### src/rtl/step_seq_pkg.sv
package step_seq_pkg;
   typedef logic [1:0] slot_t;

   localparam slot_t SLOT_FIRST = 2'd0;
   localparam slot_t SLOT_MID   = 2'd1;
   localparam slot_t SLOT_LAST  = 2'd2;

   // the reserved index 3 maps back to the first slot
   function automatic slot_t legal_slot(input slot_t s);
      return (s == 2'd3) ? SLOT_FIRST : s;
   endfunction
endpackage

### src/rtl/step_slot_calc.sv
module step_slot_calc
   import step_seq_pkg::*;
#(
   parameter int unsigned ADDR_W       = 64,
   parameter int unsigned TMPL_W       = 5,
   parameter int unsigned BUNDLE_BYTES = 16,
   parameter int unsigned LONG_CODE_A  = 4,
   parameter int unsigned LONG_CODE_B  = 5,
   parameter bit          LONG_EN      = 1'b1
) (
   input  logic [ADDR_W-1:0] cur_ptr_i,
   input  slot_t             cur_slot_i,
   input  logic [TMPL_W-1:0] tmpl_i,
   output logic [ADDR_W-1:0] nxt_ptr_o,
   output slot_t             nxt_slot_o
);
   localparam logic [ADDR_W-1:0] STEP = ADDR_W'(BUNDLE_BYTES);
   localparam logic [TMPL_W-1:0] CODE_A = TMPL_W'(LONG_CODE_A);
   localparam logic [TMPL_W-1:0] CODE_B = TMPL_W'(LONG_CODE_B);

   logic is_long;
   logic leave_bundle;

   generate
      if (LONG_EN) begin : g_long
         assign is_long = (tmpl_i == CODE_A) || (tmpl_i == CODE_B);
      end else begin : g_nolong
         assign is_long = 1'b0;
      end
   endgenerate

   always_comb begin
      leave_bundle = (cur_slot_i == SLOT_LAST) ||
                     (is_long && (cur_slot_i == SLOT_MID));
      if (leave_bundle) begin
         nxt_ptr_o  = cur_ptr_i + STEP;
         nxt_slot_o = SLOT_FIRST;
      end else begin
         nxt_ptr_o  = cur_ptr_i;
         nxt_slot_o = legal_slot(cur_slot_i + 2'd1);
      end
   end
endmodule

### src/rtl/step_pos_reg.sv
module step_pos_reg
   import step_seq_pkg::*;
#(
   parameter int unsigned ADDR_W    = 64,
   parameter int unsigned ALIGN_LSB = 4
) (
   input  logic              clk,
   input  logic              rst_n,
   input  logic              load_i,
   input  logic [ADDR_W-1:0] load_ptr_i,
   input  slot_t             load_slot_i,
   input  logic              adv_i,
   input  logic [ADDR_W-1:0] adv_ptr_i,
   input  slot_t             adv_slot_i,
   output logic [ADDR_W-1:0] ptr_o,
   output slot_t             slot_o
);
   localparam logic [ADDR_W-1:0] MASK =
      {{(ADDR_W-ALIGN_LSB){1'b1}}, {ALIGN_LSB{1'b0}}};

   logic [ADDR_W-1:0] ptr_q;
   slot_t             slot_q;

   always_ff @(posedge clk or negedge rst_n) begin
      if (!rst_n) begin
         ptr_q  <= '0;
         slot_q <= SLOT_FIRST;
      end else if (load_i) begin
         ptr_q  <= load_ptr_i & MASK;
         slot_q <= legal_slot(load_slot_i);
      end else if (adv_i) begin
         ptr_q  <= adv_ptr_i;
         slot_q <= adv_slot_i;
      end
   end

   assign ptr_o  = ptr_q;
   assign slot_o = slot_q;
endmodule

### src/rtl/step_trap_ctl.sv
module step_trap_ctl (
   input  logic clk,
   input  logic rst_n,
   input  logic rfi_load_i,
   input  logic rfi_ss_i,
   input  logic retire_i,
   input  logic ack_i,
   output logic accept_o,
   output logic trap_o,
   output logic pend_o,
   output logic ss_o
);
   logic ss_q;
   logic pend_q;
   logic trap_q;
   logic accept;

   assign accept = retire_i && !pend_q && !rfi_load_i;

   always_ff @(posedge clk or negedge rst_n) begin
      if (!rst_n) begin
         ss_q   <= 1'b0;
         pend_q <= 1'b0;
         trap_q <= 1'b0;
      end else begin
         trap_q <= accept && ss_q;
         if (rfi_load_i) begin
            ss_q   <= rfi_ss_i;
            pend_q <= 1'b0;
         end else if (pend_q && ack_i) begin
            pend_q <= 1'b0;
         end else if (accept && ss_q) begin
            pend_q <= 1'b1;
         end
      end
   end

   assign accept_o = accept;
   assign trap_o   = trap_q;
   assign pend_o   = pend_q;
   assign ss_o     = ss_q;
endmodule

### src/rtl/step_seq_top.sv
module step_seq_top
   import step_seq_pkg::*;
#(
   parameter int unsigned ADDR_W       = 64,
   parameter int unsigned TMPL_W       = 5,
   parameter int unsigned BUNDLE_BYTES = 16,
   parameter int unsigned LONG_CODE_A  = 4,
   parameter int unsigned LONG_CODE_B  = 5,
   parameter bit          LONG_EN      = 1'b1
) (
   input  logic              clk,
   input  logic              rst_n,
   input  logic              rfi_load_i,
   input  logic              rfi_ss_i,
   input  logic [ADDR_W-1:0] rfi_ptr_i,
   input  logic [1:0]        rfi_slot_i,
   input  logic              retire_i,
   input  logic [TMPL_W-1:0] tmpl_i,
   input  logic              legacy_i,
   input  logic              trap_ack_i,
   output logic [ADDR_W-1:0] next_ptr_o,
   output logic [1:0]        next_slot_o,
   output logic              step_trap_o
);
   localparam int unsigned ALIGN_LSB = $clog2(BUNDLE_BYTES);

   generate
      if ((1 << ALIGN_LSB) != BUNDLE_BYTES) begin : g_bad_bundle
         $error("BUNDLE_BYTES must be a power of two");
      end
      if (ADDR_W <= ALIGN_LSB) begin : g_bad_addr
         $error("ADDR_W must exceed the bundle alignment bits");
      end
      if (LONG_CODE_A >= (1 << TMPL_W) || LONG_CODE_B >= (1 << TMPL_W)) begin : g_bad_code
         $error("long template codes must fit in TMPL_W");
      end
   endgenerate

   logic [ADDR_W-1:0] ptr_q;
   slot_t             slot_q;
   logic [ADDR_W-1:0] adv_ptr;
   slot_t             adv_slot;
   logic              accept;
   logic              pend_q;
   logic              ss_q;
   logic              trap_q;
   logic              native_adv;

   step_trap_ctl u_trap (
      .clk        (clk),
      .rst_n      (rst_n),
      .rfi_load_i (rfi_load_i),
      .rfi_ss_i   (rfi_ss_i),
      .retire_i   (retire_i),
      .ack_i      (trap_ack_i),
      .accept_o   (accept),
      .trap_o     (trap_q),
      .pend_o     (pend_q),
      .ss_o       (ss_q)
   );

   step_slot_calc #(
      .ADDR_W       (ADDR_W),
      .TMPL_W       (TMPL_W),
      .BUNDLE_BYTES (BUNDLE_BYTES),
      .LONG_CODE_A  (LONG_CODE_A),
      .LONG_CODE_B  (LONG_CODE_B),
      .LONG_EN      (LONG_EN)
   ) u_calc (
      .cur_ptr_i  (ptr_q),
      .cur_slot_i (slot_q),
      .tmpl_i     (tmpl_i),
      .nxt_ptr_o  (adv_ptr),
      .nxt_slot_o (adv_slot)
   );

   assign native_adv = accept && !legacy_i;

   step_pos_reg #(
      .ADDR_W    (ADDR_W),
      .ALIGN_LSB (ALIGN_LSB)
   ) u_pos (
      .clk         (clk),
      .rst_n       (rst_n),
      .load_i      (rfi_load_i),
      .load_ptr_i  (rfi_ptr_i),
      .load_slot_i (rfi_slot_i),
      .adv_i       (native_adv),
      .adv_ptr_i   (adv_ptr),
      .adv_slot_i  (adv_slot),
      .ptr_o       (ptr_q),
      .slot_o      (slot_q)
   );

   assign next_ptr_o  = ptr_q;
   assign next_slot_o = slot_q;
   assign step_trap_o = trap_q;
endmodule

### config.mk
export PLATFORM = sky130hd
export DESIGN_NAME = step_seq_top
export DESIGN_NICKNAME = d
export VERILOG_FILES = /design/src/rtl/step_seq_pkg.sv /design/src/rtl/step_slot_calc.sv /design/src/rtl/step_pos_reg.sv /design/src/rtl/step_trap_ctl.sv /design/src/rtl/step_seq_top.sv
export SDC_FILE = /design/constraint.sdc
export NUM_CORES = 1
export LEC_CHECK = 0
export BUFFER_PORTS_ARGS = -buffer_cell sky130_fd_sc_hd__buf_2
export CAP_MARGIN = 20
export CORE_MARGIN = 5
export CORE_UTILIZATION = 40
export CTS_CLUSTER_SIZE = 8
export DETAILED_ROUTE_END_ITERATION = 8
export GPL_ROUTABILITY_DRIVEN = 1
export GPL_TIMING_DRIVEN = 0
export PLACE_DENSITY = 0.66
export SKIP_LAST_GASP = 1
export SLEW_MARGIN = 20
export SYNTH_ARGS = -nofsm -noshare
export SYNTH_HDL_FRONTEND = slang
export SYNTH_SLANG_ARGS = --single-unit
### constraint.sdc
create_clock -name clk -period 4.6 [get_ports clk]
set_input_delay 0.92 -clock clk [delete_from_list [all_inputs] [get_ports clk]]
set_output_delay 0.92 -clock clk [all_outputs]
set_load 0.02 [all_outputs]
==> results.toml <==
[sta]
slew_violations = 0
hold_viol_final = 0
tns_ps = 0
rsz0062_at_grt = "no"
slew_headroom = 0.407
clock_skew_ps = 7.79
setup_viol = 0
max_freq_mhz = 341
fin_crit_sh = 0.638
hold_slack_ps = 411
period_minus_slack_ps = 2940
tightest_slew_ps = 886

[floorplan]
start_util = 0.406
dieArea_um2 = 13100
core_um2 = 10700
std_cell_rows = 38
die_w_um = 114
die_h_um = 114
ios = 145

[drt]
post_drt_wl_per_cell_um = 21.6
antenna_left = 0
firstDrtPassIters = 7
drc = 0
routed_wl_mm = 17.7
drt-initial-drc-count = 626
num_vias = 5223
routed_via_density = 6.37

[setup_path]
crit_family = "buffers and inverters"
critPathMaxStageDelay_ps = 630
start_kind = "input pin"
worstPathMaxFanout = 10
required_ps = 4810
crit_path_cell_trace = "buf_2 > buf_1 > inv_1 > clkbuf_1 > clkbuf_1 > o21ai_0 > a21oi_1 > a21oi_1"
end_kind = "register"
arrival_ps = 3140
worstSetupPathType = "input pin to register"
crit_buf_inv = 5
slowest_stage = "clkbuf_1"

[final_layout]
n_antenna_cell = 0
syn_to_final_growth_pct = 24.9
drive_gt1_frac = 0.260
fin_nets = 755

[run_status]
status = "completed"

[global_route]
grt_start_max_net_pins = 53
grt_pass1_wl_mm = 27.2
grt_pass1_vias = 4853
track_usage = 0.268
gr-total-overflow = 0
antenna_found_initial = 0

[logic_synthesis]
synth_top_cell_area_share = 0.373
synth_edf_count = 0
yosys.area.top_type = "dfrtp_1"
synth_area_per_cell_um2 = 8.29
synth_seq_cells = 65
postSynthCellCount = 526
synthTopCellsByArea = "dfrtp_1 (37%), nand2_1 (4.5%), o21ai_0 (4.4%), nand4_1 (3.6%), nand3_1 (3.6%)"
synth_ff_type = "dfrtp_1"
synth_cell_types = 62
syn_area_um2 = 4360
async_flop_share = 1.00
ys_warn_count = 0
synth-seq-area-share = 0.373

[clocking]
cts-resized-gates = 0
max-clock-path-buffers = 2
cts-htree-levels = 3
cts_made_buffers = 9
clock_sinks = 65
cts_tree = "built"
cts_root_buf = "clkbuf_8"
cts_setup_buffers = 0
clkLatencyLatePin_ps = 360
clk_pin_slew_ps = 70
cts_hold_buffers = 0

[power_and_ir_drop]
power_per_cell_area_nw_per_um2 = 363
ir_drop_v = 0.000195
leakagePower_nw = 2.25

[run]
maxCapViolCount = 0

[placed_design]
place.port_buffers = 135
gp_congestion = 0.930
dp.final_hpwl_mm = 12.7

[hold_path]
worst_hold_path_type = "input pin to async pin"
==> synthesized netlist by cell type, drive strengths merged (6+ instances only) <==
cell type,instances
a22oi,13
dfrtp,65
and4,11
o21ai,46
nor2,31
o22ai,11
clkbuf,21
nand2,52
a31oi,14
nor3b,7
nand4,26
or4,13
inv,9
buf,18
o211ai,9
o311ai,6
nand3,32
nor2b,9
and3,11
nor3,26
nor4,13
a21oi,23
==> path summary, 6_finish.rpt <==
| kind | start | end | slack [ps] | cells past startpoint |
|---|---|---|---|---|
| max | rfi_load_i | u_pos.ptr_o[15] | 1660 | 8 |
| min | rst_n | u_pos.slot_o[1] | 410 | 1 |
| max reg2reg | u_pos.ptr_o[4] | u_pos.ptr_o[48] | 1700 | 7 |
| min reg2reg | u_trap.ss_o | u_trap.ss_o | 500 | 2 |
| max in group asynchronous | rst_n | u_pos.ptr_o[35] | 3630 | 2 |
| min in group clk | u_trap.ss_o | u_trap.ss_o | 500 | 2 |
==> layout make-up <==
class / count / area, um^2
repair buffers: 136 / 706
clock inverters: 3 / 40.0
inverters: 9 / 33.8
clock buffers: 12 / 155
well taps: 140 / 175
flip-flops and latches: 65 / 1630
multi-input cells: 416 / 2550
plain buffers: 39 / 168
fillers: 1138 / 5300
==> power by group <==
group	total (mW)	internal [mW]	switching, mW	leakage (nW)
clock network	0.513	0.276	0.237	0.102
logic	0.645	0.229	0.416	1.39
registers	0.821	0.666	0.155	0.760
==> registers in the layout (all words and copies together), names as in the netlist <==
signal         cells
u_trap.ss_o        1
u_trap.trap_o      1
u_pos.ptr_o       60
u_trap.pend_o      1
u_pos.slot_o       2
==> kinds of logic after synthesis <==
kind of cell	Yosys count	synth area share
other	1	0.000860
DFF	65	0.373
muxes	6	0.0141
AOI/OAI and AO/OA	162	0.247
buffers and inverters	48	0.0462
adders and majority gates	1	0.00287
and+or+nand+nor	243	0.316
==> per-stage QoR <==
| step | area [um^2] | power (mW) | std cells | utilization | setup WS [ps] |
|---|---|---|---|---|---|
| 6_report | 5450 | 1.98 | 820 | 0.507 | 1660 |
| 5_1_grt | 5450 | 2.08 | 820 | 0.507 | 1520 |
| 4_1_cts | 5450 | 1.97 | 820 | 0.507 | 1720 |
| 3_5_place_dp | 5260 | 1.46 | 805 | 0.489 | 1350 |
| 3_3_place_gp | 5230 | 1.45 | 804 | 0.486 | 1370 |
| 2_1_floorplan | 4370 | 1.19 | 529 | - | 1970 |
==> routing by layer <==
| metal | share of wire | vias up | GRT usage |
|---|---|---|---|
| met3 | 0.11 | 45 | 0.0449 |
| met1 | 0.42 | 2487 | 0.386 |
| met5 | 0 | - | 0 |
| li1 | - | 2346 | - |
| met2 | 0.44 | 345 | 0.398 |
| met4 | 0.031 | 0 | 0.115 |
==> worst register-to-register path, delay by kind of cell (launching register included) <==
family / cells / cell delay [ps]
buf+inv: 1 / 280
simple gates: 5 / 1840
fa+ha+maj: 1 / 260
flops: 1 / 470
==> cells in the final DEF, fill, tap and decap left out, drive strengths merged, types with 3 or more instances in the layout <==
cell type  instances
nand2b             3
nand4             26
nor2b              9
o221a              3
a32oi              3
nor3b              7
nor3              26
and4              11
o211ai             9
buf              154
clkbuf            33
dfrtp             65
nor2              31
o22ai             11
or3                3
o311ai             6
conb               4
a31oi             14
a22oi             13
a41oi              4
nor4              13
a2bb2oi            4
nand2             52
o2bb2ai            4
o21ai             46
nand3             32
a211oi             3
and3              11
o21a               3
a21oi             23
inv                9
a221o              3
mux2i              5
or4               13
No activity file was read; power rests on OpenSTA's default activity.
